<file path="src/rtl/vic_pkg.sv">
package vic_pkg;
    localparam int NSLOT  = 16;
    localparam int NMASK  = NSLOT - 1;
    localparam int SLOT_W = $clog2(NSLOT);
    localparam int IDX_W  = 5;
    localparam int DW     = 16;

    localparam logic [1:0] A_REQ   = 2'd0;
    localparam logic [1:0] A_EN    = 2'd1;
    localparam logic [1:0] A_CFG   = 2'd2;
    localparam logic [1:0] A_IFLAG = 2'd3;

    localparam logic [DW-1:0] VEC_TOP = 16'hFFFA;

    typedef enum logic [0:0] {
        S_IDLE  = 1'b0,
        S_GRANT = 1'b1
    } hs_state_t;

    function automatic logic [DW-1:0] slot_vec(input logic [SLOT_W-1:0] s);
        return VEC_TOP - {{(DW-SLOT_W-1){1'b0}}, s, 1'b0};
    endfunction

    function automatic logic [IDX_W-1:0] slot_idx(input logic [SLOT_W-1:0] s);
        return {{(IDX_W-SLOT_W){1'b0}}, s} + IDX_W'(2);
    endfunction
endpackage

</file>
<file path="src/rtl/vic_sync.sv">
module vic_sync #(
    parameter int W      = 8,
    parameter int STAGES = 2
) (
    input  logic         clk,
    input  logic         rst_n,
    input  logic [W-1:0] din,
    output logic [W-1:0] dout
);
    logic [W-1:0] chain [STAGES];

    genvar g;
    generate
        for (g = 0; g < STAGES; g++) begin : g_stage
            always_ff @(posedge clk or negedge rst_n) begin
                if (!rst_n) chain[g] <= '0;
                else if (g == 0) chain[g] <= din;
                else chain[g] <= chain[(g == 0) ? 0 : g - 1];
            end
        end
    endgenerate

    assign dout = chain[STAGES-1];
endmodule

</file>
<file path="src/rtl/vic_edge.sv">
module vic_edge #(
    parameter int W = 5
) (
    input  logic         clk,
    input  logic         rst_n,
    input  logic [W-1:0] lvl,
    input  logic [W-1:0] rise_sel,
    output logic [W-1:0] evt
);
    logic [W-1:0] prev_q;

    always_ff @(posedge clk or negedge rst_n) begin
        if (!rst_n) prev_q <= '0;
        else prev_q <= lvl;
    end

    // Edges are taken from real level changes, so a polarity flip alone never fires.
    always_comb begin
        for (int i = 0; i < W; i++)
            evt[i] = rise_sel[i] ? (lvl[i] & ~prev_q[i]) : (~lvl[i] & prev_q[i]);
    end
endmodule

</file>
<file path="src/rtl/vic_arb.sv">
module vic_arb #(
    parameter int N  = 16,
    localparam int IW = $clog2(N)
) (
    input  logic [N-1:0]  pend,
    output logic          any,
    output logic [IW-1:0] win
);
    always_comb begin
        any = |pend;
        win = '0;
        for (int i = N - 1; i >= 0; i--)
            if (pend[i]) win = IW'(i);
    end
endmodule

</file>
<file path="src/rtl/prio_vec_intc.sv">
module prio_vec_intc
    import vic_pkg::*;
#(
    parameter int KEYW        = 8,
    parameter int NPER        = 8,
    parameter int SYNC_STAGES = 2
) (
    input  logic            clk,
    input  logic            rst_n,
    input  logic            reg_we,
    input  logic [1:0]      reg_addr,
    input  logic [15:0]     reg_wdata,
    output logic [15:0]     reg_rdata,
    input  logic [4:0]      pin_ext,
    input  logic            pin_adt,
    input  logic [KEYW-1:0] key_pins,
    input  logic [KEYW-1:0] key_inmode,
    input  logic [NPER-1:0] per_evt,
    input  logic            adc_done,
    input  logic            brk_req,
    input  logic            ack,
    output logic            irq,
    output logic            vec_valid,
    output logic [15:0]     vec_addr,
    output logic [4:0]      vec_idx
);
    localparam int NPIN  = 5;
    localparam int SYN_W = NPIN + 1 + KEYW;
    localparam logic [SLOT_W-1:0] BRK_SLOT = SLOT_W'(NSLOT - 1);

    hs_state_t state_q, state_d;

    logic [NMASK-1:0] req_q, en_q, set_hw, clr_sw, acc_mask;
    logic [NPIN-1:0]  pol_q, pin_evt;
    logic             adsel_q, iflag_q, brk_q;
    logic [SYN_W-1:0] syn;
    logic [1:0]       misc_evt;
    logic             key_and, any, accept;
    logic [SLOT_W-1:0] win;

    vic_sync #(.W(SYN_W), .STAGES(SYNC_STAGES)) u_sync (
        .clk(clk), .rst_n(rst_n),
        .din({key_pins, pin_adt, pin_ext}), .dout(syn)
    );

    assign key_and = &(syn[NPIN+1 +: KEYW] | ~key_inmode);

    vic_edge #(.W(NPIN)) u_pin_edge (
        .clk(clk), .rst_n(rst_n), .lvl(syn[NPIN-1:0]), .rise_sel(pol_q), .evt(pin_evt)
    );

    vic_edge #(.W(2)) u_fall_edge (
        .clk(clk), .rst_n(rst_n), .lvl({key_and, syn[NPIN]}), .rise_sel(2'b00), .evt(misc_evt)
    );

    // Slot map, highest priority first.
    always_comb begin
        set_hw     = '0;
        set_hw[0]  = pin_evt[0];
        set_hw[1]  = pin_evt[1];
        set_hw[2]  = per_evt[0];
        set_hw[3]  = per_evt[1];
        set_hw[4]  = per_evt[2];
        set_hw[5]  = per_evt[3];
        set_hw[6]  = per_evt[4];
        set_hw[7]  = per_evt[5];
        set_hw[8]  = pin_evt[2];
        set_hw[9]  = pin_evt[3];
        set_hw[10] = per_evt[6];
        set_hw[11] = pin_evt[4];
        set_hw[12] = per_evt[7];
        set_hw[13] = misc_evt[1];
        set_hw[14] = adsel_q ? misc_evt[0] : adc_done;
    end

    vic_arb #(.N(NSLOT)) u_arb (
        .pend({brk_q, req_q & en_q & {NMASK{~iflag_q}}}), .any(any), .win(win)
    );

    assign irq    = (state_q == S_IDLE) && any;
    assign accept = irq && ack;

    always_comb begin
        clr_sw   = (reg_we && reg_addr == A_REQ) ? ~reg_wdata[NMASK-1:0] : '0;
        acc_mask = '0;
        if (accept && win != BRK_SLOT) acc_mask[win] = 1'b1;
    end

    always_ff @(posedge clk or negedge rst_n) begin
        if (!rst_n) begin
            req_q   <= '0;
            en_q    <= '0;
            pol_q   <= '0;
            adsel_q <= 1'b0;
            iflag_q <= 1'b1;
            brk_q   <= 1'b0;
        end else begin
            req_q <= (req_q & ~clr_sw & ~acc_mask) | set_hw;
            brk_q <= brk_req | (brk_q & ~(accept && win == BRK_SLOT));
            if (reg_we && reg_addr == A_EN) en_q <= reg_wdata[NMASK-1:0];
            if (reg_we && reg_addr == A_CFG) begin
                pol_q   <= reg_wdata[NPIN-1:0];
                adsel_q <= reg_wdata[8];
            end
            if (accept) iflag_q <= 1'b1;
            else if (reg_we && reg_addr == A_IFLAG) iflag_q <= reg_wdata[0];
        end
    end

    always_comb begin
        unique case (reg_addr)
            A_REQ:   reg_rdata = {brk_q, req_q};
            A_EN:    reg_rdata = {1'b0, en_q};
            A_CFG:   reg_rdata = {7'd0, adsel_q, 3'd0, pol_q};
            A_IFLAG: reg_rdata = {15'd0, iflag_q};
            default: reg_rdata = '0;
        endcase
    end

    // Handshake state register.
    always_ff @(posedge clk or negedge rst_n) begin
        if (!rst_n) state_q <= S_IDLE;
        else state_q <= state_d;
    end

    always_comb begin
        state_d = state_q;
        unique case (state_q)
            S_IDLE:  if (accept) state_d = S_GRANT;
            S_GRANT: state_d = S_IDLE;
            default: state_d = S_IDLE;
        endcase
    end

    // Outputs: vector latched on accept, valid while in S_GRANT.
    always_ff @(posedge clk or negedge rst_n) begin
        if (!rst_n) begin
            vec_addr <= '0;
            vec_idx  <= '0;
        end else if (accept) begin
            vec_addr <= slot_vec(win);
            vec_idx  <= slot_idx(win);
        end
    end

    assign vec_valid = (state_q == S_GRANT);

    assert_grant_one_cycle_R4: assert property (@(posedge clk) disable iff (!rst_n)
        vec_valid |=> !vec_valid);

    assert_accept_masks_R4: assert property (@(posedge clk) disable iff (!rst_n)
        (irq && ack) |=> (iflag_q && vec_valid));

    assert_disabled_quiet_R2: assert property (@(posedge clk) disable iff (!rst_n)
        (iflag_q && !brk_q) |-> !irq);

    assert_sw_no_set_R6: assert property (@(posedge clk) disable iff (!rst_n)
        (reg_we && reg_addr == A_REQ && set_hw == '0) |=> ((req_q & ~$past(req_q)) == '0));

    assert_vec_range_R5: assert property (@(posedge clk) disable iff (!rst_n)
        vec_valid |-> (vec_idx >= 5'd2 && vec_idx <= 5'd17 && !vec_addr[0]));
endmodule

</file>
<file path="config.mk">
export PLATFORM = sky130hd
export DESIGN_NAME = prio_vec_intc
export DESIGN_NICKNAME = d
export VERILOG_FILES = /design/src/rtl/vic_pkg.sv /design/src/rtl/vic_sync.sv /design/src/rtl/vic_edge.sv /design/src/rtl/vic_arb.sv /design/src/rtl/prio_vec_intc.sv
export SDC_FILE = /design/constraint.sdc
export NUM_CORES = 1
export LEC_CHECK = 0
export BUFFER_PORTS_ARGS = -buffer_cell sky130_fd_sc_hd__buf_2
export CORE_ASPECT_RATIO = 1.75
export CORE_MARGIN = 3
export CORE_UTILIZATION = 48
export DETAILED_ROUTE_END_ITERATION = 10
export PLACE_DENSITY = 0.76
export SETUP_SLACK_MARGIN = 0.15
export SLEW_MARGIN = 25
export SYNTH_ARGS = -nofsm -noshare
export SYNTH_HDL_FRONTEND = slang
export SYNTH_SLANG_ARGS = --single-unit
</file>
<file path="constraint.sdc">
create_clock -name clk -period 2.35 [get_ports clk]
set_input_delay 0.235 -clock clk [delete_from_list [all_inputs] [get_ports clk]]
set_output_delay 0.235 -clock clk [all_outputs]
set_load 0.02 [all_outputs]
</file>
==> run_results.csv <==
group,metric,value,unit
placement,dpl.hpwl,6.77,mm
sta,rsz0062_at_grt,"true",
worst_setup_path,cp.depth,5,
finish,fill_cells,623,
worst_hold_path,min_path_cells,2,
finish,seqCellArea,0.00213,mm^2
routing,vias_per_cell,5.45,
sta,skew,0.00725,ns
die,die_area,0.00919,mm^2
clock_network,cts_tree,"built",
worst_setup_path,critPathKind,"flop to output pin",
yosys,syn-num-nets,397,
pwr,power_density,947,mW/mm^2
yosys,ys_types,59,
finish,nNetsFinal,503,
die,row_count,42,
placement,post_dp_cell_area,0.00438,mm^2
worst_setup_path,cp.required,2.12,ns
finish,mostFrequentLayoutCells,"buf_2, dfrtp_1, nor2_1",
yosys,yosysSeqAreaShare,0.552,
finish,antenna_cells,0,
sta,setup_viol,0,
routing,drc,0,
yosys,synth_area,0.00386,mm^2
worst_setup_path,critPathMaxFanout,4,
worst_hold_path,hp-class,"input port to flop",
global_route,grt_pass1_wl,15.2,mm
sta,finalMaxSlewViolations,0,
routing,ant_nets,0,
worst_setup_path,crit_arrival,1.82,ns
yosys,synth-seq-cells,85,
run_status,run_status,"finished clean",
worst_setup_path,cp_slowest_cell,"dfrtp_1",
placement,port_buffers,90,
sta,period_minus_slack,2.05,ns
worst_setup_path,path_common_cell,"a21oi_1",
yosys,synth_edf_count,0,
worst_setup_path,critPathTopFamily,"compound AO/OA/AOI/OAI gates",
routing,drt_iter0_markers,163,
sta,timing.fmax,0.487,GHz
clock_network,cts_buffers,9,
finish,design_area,0.00486,mm^2
global_route,gr-total-overflow,0,
sta,fin_hold_ws,0.0850,ns
finish,multiInputGateArea,0.00155,mm^2
pwr,ir_worst_vdd,0.706,mV
clock_network,post-cts-setup-buffers,0,
clock_network,clockBufferDepth,2,
finish,syn2layout_area_growth,26.0,%
worst_setup_path,crit_path_end_kind,"output pin",
global_route,grt_usage,0.218,
sta,timing.final.crit_share,0.873,
sta,finalHoldViolations,0,
worst_setup_path,path_cells,"a22oi_1 > a21oi_1 > and2b_1 > a21oi_1 > buf_2",
worst_setup_path,cp_slowest_stage_delay,0.41,ns
pwr,p_leak,2.22,nW
die,die_h,125,um
clock_network,h-tree-depth,3,
sta,tns,0,ns
worst_setup_path,cp.buffers_inverters,1,
sta,slew_headroom,0.589,
sta,worst_slew_pin_slew,0.609,ns
yosys,synth_flop_cell,"dfrtp_1",
clock_network,clock_latency,0.34,ns
die,initial_utilization,0.503,
yosys,yosys_warnings,0,
die,io_pins,93,
worst_setup_path,rr_worst_depth,9,
global_route,antenna_found_initial,0,
finish,final_common_cell,"buf_2",
global_route,grt_pass1_vias,3113,
die,core_area,0.00767,mm^2
placement,gp_congestion,0.873,
yosys,async_reset_ff_frac,1.00,
flow_run,cap_violations,0,
routing,dr.pass1.iters,4,
die,fp.dieW,73.8,um
worst_setup_path,startpoint_type,"flop",
routing,wl_per_cell,16.9,um
clock_network,clock_sinks,85,
finish,layout-drive-gt1-share,0.373,
routing,drt-total-wl,9.13,mm
global_route,grt_start_max_net_pins,53,
yosys,synth_cells,342,
yosys,synth_area_per_cell,11.3,um^2
clock_network,cts_root_buffer,"clkbuf_16",
routing,num_vias,2949,
clock_network,clk_pin_slew,0.07,ns
==> synthesized netlist by cell type, types with 6 or more instances <==
master   number  share of area
dfrtp_1      84           0.54
nor2_1       31          0.030
nand2_1      26          0.025
o21ai_0      25          0.032
mux2_2       21          0.061
a21oi_1      16          0.021
mux2i_1      15          0.039
inv_1        11          0.011
buf_4        10          0.019
nor3_1        8          0.010
o21ai_1       6         0.0078
==> what timing repair did <==
item                                    4_1_cts  5_1_grt
endpoints found under the hold margin        46        0
endpoints found under the setup margin        0        4
gates resized for setup                       0        5
hold buffers                                 15        0
==> power by group <==
part	total [W]	switching, W	leakage (nW)	internal [W]
registers	0.00187	0.000174	0.959	0.00169
logic	0.00130	0.000742	1.11	0.000555
clock network	0.00144	0.000599	0.147	0.000838
total	0.00460	0.00151	2.22	0.00309
==> final timing paths <==
| kind | from | slack, ns | end |
|---|---|---|---|
| setup reg to reg | req_q[3] | 0.30 | vec_idx[3] |
| hold / removal | per_evt[2] | 0.08 | req_q[4] |
| hold reg to reg | u_sync.chain[16] | 0.35 | u_sync.dout[2] |
| min in group asynchronous | rst_n | 0.38 | u_sync.dout[6] |
| setup / recovery | en_q[1] | 0.30 | irq |
| max in group asynchronous | rst_n | 1.35 | u_fall_edge.prev_q[0] |
==> routing by layer <==
metal	routed length, um	vias to the layer above	GRT usage
met5	0	-	0
li1	-	1413	-
met3	404	17	0.0436
met1	3490	1431	0.258
met2	5010	88	0.368
met4	234	0	0.101
==> state kept, by name, indices dropped and copies added (netlist names), 5 cells and up <==
register / count
en_q: 15
pol_q: 5
req_q: 15
u_pin_edge.prev_q: 5
u_sync.chain: 14
u_sync.dout: 14
vec_addr: 6
vec_idx: 5
==> metrics by stage <==
| step | std cells | power [W] | setup slack [ns] | utilization |
|---|---|---|---|---|
| 6_report | 541 | 0.00460 | 0.298 | 0.633 |
| 5_1_grt | 541 | 0.00487 | 0.142 | 0.633 |
| 4_1_cts | 541 | 0.00464 | 0.198 | 0.631 |
| 3_5_place_dp | 510 | 0.00317 | 0.236 | 0.571 |
| 3_3_place_gp | 510 | 0.00312 | 0.277 | 0.571 |
| 2_1_floorplan | 342 | 0.00273 | 0.155 | - |
==> cell type report <==
type,count,area share
timing repair buffer,117,0.145
inverter,13,0.0111
clock buffer,9,0.0463
sequential,85,0.438
multi-input combinational,222,0.320
tap,88,0.0227
clock inverter,7,0.0167
==> worst register-to-register path, stage by stage (launching register included) <==
cell,delay (ns)
dfrtp_1,0.41
a22oi_2,0.31
nor2_2,0.10
or3_4,0.41
o211ai_4,0.12
inv_6,0.07
ha_4,0.18
nor2_1,0.11
a21oi_1,0.06
o22a_1,0.18
==> logic make-up (layout without fill, tap and decap cells) <==
| logic type | Yosys count | after routing | share of synthesized area |
|---|---|---|---|
| muxes | 37 | 37 | 0.106 |
| buffers and inverters | 35 | 146 | 0.0545 |
| other | 1 | 1 | 0.000972 |
| and+or+nand+nor | 95 | 95 | 0.127 |
| xor gates and xnor gates | 1 | 1 | 0.00227 |
| DFF | 85 | 85 | 0.552 |
| AOI/OAI and AO/OA | 87 | 87 | 0.155 |
| adders and majority gates | 1 | 1 | 0.00324 |
Power figures use the tool's default switching activity.
